===== src/rtl/mdio_pkg.sv =====
package mdio_pkg;
   localparam int FRAME_W = 32;
   localparam int DATA_W  = 16;

   typedef enum logic [1:0] {
      OP_WRITE = 2'b01,
      OP_READ  = 2'b10
   } mdio_op_e;

   typedef struct packed {
      logic [1:0]  start;
      logic [1:0]  op;
      logic [4:0]  phy_addr;
      logic [4:0]  reg_addr;
      logic [1:0]  ta;
      logic [15:0] data;
   } mdio_frame_t;

   function automatic int div_of_sel(input int log2_min, input int sel);
      return 1 << (log2_min + sel);
   endfunction
endpackage


===== src/rtl/mdio_clk_gen.sv =====
module mdio_clk_gen #(
   parameter int DIV_SEL_W    = 2,
   parameter int DIV_LOG2_MIN = 3,
   localparam int CNT_W       = DIV_LOG2_MIN + (1 << DIV_SEL_W) - 1
) (
   input  logic                 clk,
   input  logic                 rst_n,
   input  logic                 start,
   input  logic                 run,
   input  logic [DIV_SEL_W-1:0] div_sel,
   output logic                 mdc,
   output logic                 rise_tick,
   output logic                 fall_tick
);
   logic [CNT_W-1:0] cnt_q;
   logic [CNT_W-1:0] term_q;
   logic [CNT_W-1:0] half_q;
   logic             mdc_q;

   always_comb begin
      rise_tick = run && (cnt_q == half_q);
      fall_tick = run && (cnt_q == term_q);
   end

   always_ff @(posedge clk) begin
      if (!rst_n) begin
         cnt_q  <= '0;
         term_q <= CNT_W'(mdio_pkg::div_of_sel(DIV_LOG2_MIN, 0) - 1);
         half_q <= CNT_W'(mdio_pkg::div_of_sel(DIV_LOG2_MIN, 0) / 2 - 1);
         mdc_q  <= 1'b0;
      end else if (start) begin
         cnt_q  <= '0;
         term_q <= CNT_W'(mdio_pkg::div_of_sel(DIV_LOG2_MIN, int'(div_sel)) - 1);
         half_q <= CNT_W'(mdio_pkg::div_of_sel(DIV_LOG2_MIN, int'(div_sel)) / 2 - 1);
         mdc_q  <= 1'b0;
      end else if (run) begin
         if (fall_tick) begin
            cnt_q <= '0;
            mdc_q <= 1'b0;
         end else begin
            cnt_q <= cnt_q + 1'b1;
            if (rise_tick) mdc_q <= 1'b1;
         end
      end else begin
         cnt_q <= '0;
         mdc_q <= 1'b0;
      end
   end

   assign mdc = mdc_q;
endmodule


===== src/rtl/mdio_frame_seq.sv =====
module mdio_frame_seq #(
   parameter int PRE_BITS = 32,
   localparam int FRAME_W = mdio_pkg::FRAME_W,
   localparam int TOTAL   = PRE_BITS + FRAME_W,
   localparam int BIT_W   = $clog2(TOTAL),
   localparam int FIDX_W  = $clog2(FRAME_W),
   localparam int TA_FIRST   = PRE_BITS + 14,
   localparam int DATA_FIRST = PRE_BITS + 16
) (
   input  logic               clk,
   input  logic               rst_n,
   input  logic               port_en,
   input  logic               wr,
   input  logic [FRAME_W-1:0] wdata,
   input  logic               rise_tick,
   input  logic               fall_tick,
   input  logic               mdio_i,
   output logic               busy,
   output logic               start,
   output logic [FRAME_W-1:0] frame,
   output logic               mdio_o,
   output logic               mdio_oe
);
   import mdio_pkg::*;

   logic               busy_q;
   logic [BIT_W-1:0]   bit_q;
   logic [FRAME_W-1:0] frame_q;
   mdio_frame_t        fview;
   logic               is_read;
   logic               in_pre;
   logic               released;
   logic               capture;
   logic [FIDX_W-1:0]  fsel;

   always_comb begin
      fview    = frame_q;
      is_read  = (fview.op == OP_READ);
      in_pre   = (int'(bit_q) < PRE_BITS);
      released = is_read && (int'(bit_q) >= TA_FIRST);
      capture  = busy_q && port_en && rise_tick && is_read &&
                 (int'(bit_q) >= DATA_FIRST);
      start    = wr && port_en && !busy_q;
      fsel     = FIDX_W'(FRAME_W - 1 - (int'(bit_q) - PRE_BITS));
   end

   always_ff @(posedge clk) begin
      if (!rst_n) begin
         busy_q  <= 1'b0;
         bit_q   <= '0;
         frame_q <= '0;
      end else if (!port_en) begin
         busy_q <= 1'b0;
         bit_q  <= '0;
      end else if (start) begin
         busy_q  <= 1'b1;
         bit_q   <= '0;
         frame_q <= wdata;
      end else if (busy_q) begin
         if (capture)
            frame_q[DATA_W-1:0] <= {frame_q[DATA_W-2:0], mdio_i};
         if (fall_tick) begin
            if (int'(bit_q) == TOTAL - 1) begin
               busy_q <= 1'b0;
               bit_q  <= '0;
            end else begin
               bit_q <= bit_q + 1'b1;
            end
         end
      end
   end

   always_comb begin
      mdio_oe = busy_q && !released;
      if (!mdio_oe)   mdio_o = 1'b0;
      else if (in_pre) mdio_o = 1'b1;
      else            mdio_o = frame_q[fsel];
   end

   assign busy  = busy_q;
   assign frame = frame_q;
endmodule


===== src/rtl/mdio_frame_ctrl.sv =====
module mdio_frame_ctrl #(
   parameter int PRE_BITS     = 32,
   parameter int DIV_SEL_W    = 2,
   parameter int DIV_LOG2_MIN = 3
) (
   input  logic                 clk,
   input  logic                 rst_n,
   input  logic                 port_en,
   input  logic [DIV_SEL_W-1:0] div_sel,
   input  logic                 frame_wr,
   input  logic [31:0]          frame_wdata,
   output logic [31:0]          frame_rdata,
   output logic                 idle,
   output logic                 mdc,
   output logic                 mdio_o,
   output logic                 mdio_oe,
   input  logic                 mdio_i
);
   generate
      if (PRE_BITS < 1) begin : g_bad_pre
         $error("PRE_BITS must be at least 1");
      end
      if (DIV_LOG2_MIN < 1) begin : g_bad_div
         $error("DIV_LOG2_MIN must be at least 1");
      end
      if (DIV_SEL_W < 1) begin : g_bad_sel
         $error("DIV_SEL_W must be at least 1");
      end
   endgenerate

   logic busy;
   logic start;
   logic rise_tick;
   logic fall_tick;

   mdio_clk_gen #(
      .DIV_SEL_W   (DIV_SEL_W),
      .DIV_LOG2_MIN(DIV_LOG2_MIN)
   ) u_clk (
      .clk      (clk),
      .rst_n    (rst_n),
      .start    (start),
      .run      (busy && port_en),
      .div_sel  (div_sel),
      .mdc      (mdc),
      .rise_tick(rise_tick),
      .fall_tick(fall_tick)
   );

   mdio_frame_seq #(
      .PRE_BITS(PRE_BITS)
   ) u_seq (
      .clk      (clk),
      .rst_n    (rst_n),
      .port_en  (port_en),
      .wr       (frame_wr),
      .wdata    (frame_wdata),
      .rise_tick(rise_tick),
      .fall_tick(fall_tick),
      .mdio_i   (mdio_i),
      .busy     (busy),
      .start    (start),
      .frame    (frame_rdata),
      .mdio_o   (mdio_o),
      .mdio_oe  (mdio_oe)
   );

   assign idle = !busy;
endmodule


===== config.mk =====
export PLATFORM = sky130hd
export DESIGN_NAME = mdio_frame_ctrl
export DESIGN_NICKNAME = d
export VERILOG_FILES = /design/src/rtl/mdio_pkg.sv /design/src/rtl/mdio_clk_gen.sv /design/src/rtl/mdio_frame_seq.sv /design/src/rtl/mdio_frame_ctrl.sv
export SDC_FILE = /design/constraint.sdc
export NUM_CORES = 1
export LEC_CHECK = 0
export BUFFER_PORTS_ARGS = -buffer_cell sky130_fd_sc_hd__buf_2
export CAP_MARGIN = 40
export CORE_UTILIZATION = 30
export DETAILED_ROUTE_END_ITERATION = 6
export GPL_TIMING_DRIVEN = 0
export SKIP_LAST_GASP = 1
export SLEW_MARGIN = 0
export SYNTH_ARGS = -nofsm -noshare
export SYNTH_HDL_FRONTEND = slang
export SYNTH_SLANG_ARGS = --single-unit

===== constraint.sdc =====
create_clock -name clk -period 3.3 [get_ports clk]
set_input_delay 0 -clock clk [delete_from_list [all_inputs] [get_ports clk]]
set_output_delay 0 -clock clk [all_outputs]
set_load 0.005 [all_outputs]

Yosys cells after proc, flatten, opt, wreduce, memory -nomap -nowiden
Index checks and enable logic that the tools add are counted.
- register bits: 58
- latch bits: 0
- bits in writable memories: 0
- bits in read-only memories: 0
- input bits: 39
- output and inout port bits: 36
- word-level logic and storage cells: 61
- memories: 0
- add/sub/neg operators: 8
- $mul: 0
- divide/modulo/power cells: 0
- $lt $le $gt $ge: 4
- equal/unequal tests: 4
- shift-type cells: 1
- multiplexer cells: 12
- bitwise logic cells: 4
- reductions and logical operators: 20
- operators with widths (cell ; number):
    16-bit 2-to-1 mux ; 3
    1-bit by 3-bit left shift with 32-bit output, first input constant ; 1
    6-bit by 1-bit adder with 6-bit output, second input constant ; 2
    6-bit == test ; 2
    6-bit greater-or-equal comparator, second input constant ; 2
    6-bit by 2-bit subtractor with 6-bit output, second input constant ; 2
    1-bit logical AND ; 10
    1-bit 2-to-1 mux ; 7
    6-bit by 1-bit adder with 6-bit output ; 1
    6-bit by 1-bit == test with 1-bit output, second input constant ; 1
    5-bit by 6-bit less-than comparator with 1-bit output, second input constant ; 1
    6-bit less-than comparator, second input constant ; 1
    6-bit 2-to-1 mux ; 1
    2-bit AND reduction ; 3
    1-bit binary-select mux with 5-bit select ; 1
    1-bit by 5-bit subtractor with 5-bit output, first input constant ; 1
    5-bit by 1-bit subtractor with 5-bit output, second input constant ; 1
    2-bit nonzero test ; 2
    4-bit OR reduction ; 1
    2-bit by 2-bit adder with 3-bit output, first input constant ; 1
    1-bit inverter ; 3
    3-bit AND reduction ; 1
    3-bit OR reduction ; 1
    2-bit == test, second input constant ; 1
    other kinds (2) ; 3

Logic depth before layout (Yosys ltp)
- word-level depth: 8
- mapped depth: 7
- gate-level depth less buffers: 5

By module
From an unflattened synthesis, not the netlist that was laid out.
- cells, all modules: 296
- area, all modules: 2570.0 sq um
- by module, submodules not included (module ; instances ; cells an instance ; area each (sq um) ; sequential area each (sq um)):
    mdio_frame_seq ; 1 ; 221 ; 1850.5 ; 780.7
    mdio_clk_gen ; 1 ; 73 ; 709.4 ; 300.3
    mdio_frame_ctrl ; 1 ; 2 ; 10.0 ; 0.0

Worst setup path before layout
No wires, ideal clock.
- path kind: flip-flop to flip-flop
- from: register u_clk.term_q[5]
- to: register u_seq.bit_q[5]
- setup time: 0.070 ns
- data arrival time: 1.582 ns
- data required time: 3.230 ns
- setup slack: 1.648 ns
- cell stages (with the launch flop): 6
- buffers on the path: 0
- clock period less this slack: 1.652 ns
- cell sequence: dfxtp_1 > xor2_1 > nor4_4 > nand3_2 > or4_1 > a21oi_1
- cells in the longest elaborated chain, start to end: 3
- ends and longest elaborated chain (element ; RTL line ; text):
    start, declared ; mdio_clk_gen.sv:16 ; logic [CNT_W-1:0] term_q;
    start signal, assigned ; mdio_clk_gen.sv:28 ; term_q <= CNT_W'(mdio_pkg::div_of_sel(DIV_LOG2_MIN, 0) - 1);
    start signal, assigned ; mdio_clk_gen.sv:33 ; term_q <= CNT_W'(mdio_pkg::div_of_sel(DIV_LOG2_MIN, int'(div_sel)) - 1);
    6-bit == test ; mdio_clk_gen.sv:22 ; fall_tick = run && (cnt_q == term_q);
    1-bit logical AND ; mdio_clk_gen.sv:22 ;
    2-bit AND reduction (no line) ; -- ;
    end signal, assigned ; mdio_frame_seq.sv:67 ; bit_q <= bit_q + 1'b1;
    end, declared ; mdio_frame_seq.sv:27 ; logic [BIT_W-1:0] bit_q;
No other way between the ends.
A chain may end at the register's enable or synchronous reset.

Worst setup path after layout
- from: register u_clk.cnt_q[3]
- to: register u_seq.frame_q[0], in the netlist u_seq.frame[0]
- cells in the longest elaborated chain, start to end: 7
- ends and longest elaborated chain (element ; RTL line ; text):
    start, declared ; mdio_clk_gen.sv:15 ; logic [CNT_W-1:0] cnt_q;
    start signal, assigned ; mdio_clk_gen.sv:41 ; cnt_q <= cnt_q + 1'b1;
    6-bit == test ; mdio_clk_gen.sv:21 ; rise_tick = run && (cnt_q == half_q);
    1-bit logical AND ; mdio_clk_gen.sv:21 ;
    1-bit logical AND (3 in series) ; mdio_frame_seq.sv:41 ; capture = busy_q && port_en && rise_tick && is_read &&
    2-bit nonzero test (no line) ; -- ;
    3-bit AND reduction (no line) ; -- ;
    end signal, assigned ; mdio_frame_seq.sv:58 ; frame_q <= wdata;
    end signal, assigned by index ; mdio_frame_seq.sv:61 ; frame_q[DATA_W-1:0] <= {frame_q[DATA_W-2:0], mdio_i};
    end, declared ; mdio_frame_seq.sv:28 ; logic [FRAME_W-1:0] frame_q;
No other way between the ends.

==> results.cfg <==
[synthesis]
synth_edf_count = 0
netlist_area_um2 = 2680
synth-compound-area-share = 0.122
yosysWarnings = 0
synth_flop_cell = dfxtp_1
async_flop_share = 0
synth_mux_area_frac = 0.0840
synth_xor_area_frac = 0.0588
synth_top_family_by_area = simple AND/OR/NAND/NOR gates
syn_inst = 309
yosys.area_share.simple = 0.273
syn_avg_cell_area_um2 = 8.67
synth_fa_ha_area_frac = 0.0140
synth_seq_area_share = 0.403
yosysUniqueCellTypes = 37
ys_ff_latch = 54

[critical_path]
r2r_setup_slack_ps = 920
arrival_ps = 2640
reg2reg_from = u_clk.cnt_q[3]
worstPathRequired_ps = 3560
r2r_end = u_seq.frame[0]
critPathLaunch = u_clk.cnt_q[3]
ff2ff_path_depth = 8
path_class = reg -> reg
cp-start-kind = flop
worstPathMaxFanout = 10
worst_setup_path_end_kind = flop

[clock_tree]
numCtsBuffers = 5
root_buffer = clkbuf_8
clk_latency_ps = 310
post_cts_buffers = 0
cts_sinks = 54
cts_tree = built
h-tree-depth = 2
post_cts_resized = 0
clock_path_buffers = 2
holdBufCountCts = 36
clkSlewWorstSetupHoldPaths_ps = 100

[final_layout]
area_growth_pct = 36.6
drive_above_1_share = 0.246
utilization = 0.422
final_nets = 469
finish.instance_area_um2 = 3660
antenna_cells = 0

[placement]
dpl_cell_area_um2 = 3190
dpl_worst_slack_ps = 1350
place.gp.congestion = 0.809
io_buffers = 74
dp_hpwl_um = 5440

[power_and_ir_drop]
p_leak_nw = 1.43
vdd_ir_drop_max_mv = 0.189
power_density_nw_per_um2 = 364

[grt]
overflow = 0
grt_pass1_vias = 2480
grt_usage = 0.168
antenna_found_initial = 0
grt_max_degree = 16
grt_pass1_wl_um = 12100

[worst_hold_path]
hold_class = in -> reg
holdPathEnd = u_seq.frame[3]
hold_depth = 3
hold_start = frame_wdata[3]

[sta]
fin_crit_sh = 0.721
setup_viol = 0
finalSetupTns_ps = 0
maxSlewHeadroom = 0.614
tightest_slew_ps = 579
period_needed_ps = 2380
rsz0062_at_grt = no
worst_slack_ps = 919
max_freq_ghz = 0.420
final-max-slew-violation-count = 0
fin_skew_ps = 10.6
hold_violations = 0

[route]
drc = 0
detail_route.iter0.violations = 135
detail_route.first_pass.iterations = 4
vias = 2641
via_per_inst = 4.94
ant_nets = 0
wl_per_cell_um = 14.2
finalWirelength_um = 7610

[die]
die_area_um2 = 9320
fp.dieW_um = 96.5
die_y_um = 96.5
ios = 75
start_util = 0.309
fp-row-count = 34
coreArea_um2 = 8680

[run_status]
status = completed

[job]
drv_cap = 0
area by class of cell:
class | count | area, um^2
plain buffers | 25 | 106
clock buffers | 6 | 82.6
clock inverters | 1 | 30.0
fillers | 905 | 5020
inverters | 3 | 11.3
multi-input cells | 228 | 1490
flip-flops and latches | 54 | 1080
well taps | 108 | 135
repair buffers | 110 | 731
through the flow:
stage                     cells  hold WS (ps)  power [mW]
final                       535          10.9        1.33
after global routing        535          12.1        1.39
after CTS                   535          1.79        1.34
after detailed placement    492           243       0.849
after global placement      492           243       0.847
after floorplan             310           142       0.779
metal layers:
layer  wire [um]  share of wire  GRT usage
met5           0              0          0
met2        3620           0.48      0.271
met3         404          0.053     0.0329
met4         138          0.018     0.0588
met1        3450           0.45      0.224
cell usage after synthesis (6+ instances only):
library cell  number  share of area
o211ai_1          15          0.042
nand2_1           45          0.063
clkbuf_1          14          0.020
a21boi_0          18          0.050
nand3_1           49          0.092
xor2_1            11          0.036
mux4_2             6          0.050
xnor2_1            7          0.023
dfxtp_1           54           0.40
buf_2              7          0.013
nor3_1             7          0.013
mux2i_1            9          0.034
nor2_1            14          0.020
cells in the final DEF, fill, tap and decap left out, types with 3 or more instances in the layout:
cell / synthesis / routed
nand3b_1: 3 / 3
nand3_1: 49 / 49
a21oi_1: 4 / 4
dlygate4sd3_1: 0 / 36
clkbuf_8: 0 / 6
nor2_1: 14 / 14
a21boi_0: 18 / 18
nor3_1: 7 / 7
ha_1: 3 / 3
dfxtp_1: 54 / 54
nand2_1: 45 / 45
o21ai_0: 5 / 5
inv_1: 3 / 3
mux4_2: 6 / 6
mux2i_1: 9 / 9
or2_2: 4 / 4
xor2_1: 11 / 11
nor3b_1: 4 / 4
nand4_1: 5 / 5
xnor2_1: 7 / 7
buf_2: 7 / 81
clkbuf_1: 14 / 14
o211ai_1: 15 / 15
buf_1: 3 / 3
flip-flops by register name, summed over array words and instances (netlist names):
| name | flops |
|---|---|
| u_clk.cnt_q | 6 |
| u_clk.half_q | 4 |
| u_clk.mdc | 1 |
| u_clk.term_q | 4 |
| u_seq.bit_q | 6 |
| u_seq.busy | 1 |
| u_seq.frame | 32 |
worst max-delay path: stages, from the launching register on:
cell           delay [ps]
dfxtp_1               300
buf_2                 150
xor2_1                150
or3_1                 400
nor4_4                300
buf_4                 250
nor3_1                 60
nor3_1                180
dlygate4sd3_1         560
cell families after synthesis:
family	Yosys count
AND/OR/NAND/NOR	144
flip-flops	54
AO/OA/AOI/OAI	46
buffers and inverters	28
XOR/XNOR	18
multiplexers	15
adder cells (fa/ha/maj)	3
other	1
report_power, final:
| part | switching (mW) | internal (mW) | leakage [nW] |
|---|---|---|---|
| clock | 0.223 | 0.243 | 0.0573 |
| combinational | 0.0789 | 0.0907 | 0.932 |
| sequential | 0.0226 | 0.675 | 0.440 |
worst max-delay path by stage:
stage,endpoint,slack [ps]
floorplan,u_seq.bit_q[5],1650
global placement,mdio_o,1350
detailed placement,mdio_o,1350
CTS,u_seq.frame[0],920
global route,u_seq.frame[0],760
finish,u_seq.frame[0],920
Note: power is estimated with default switching activity, not from simulation.
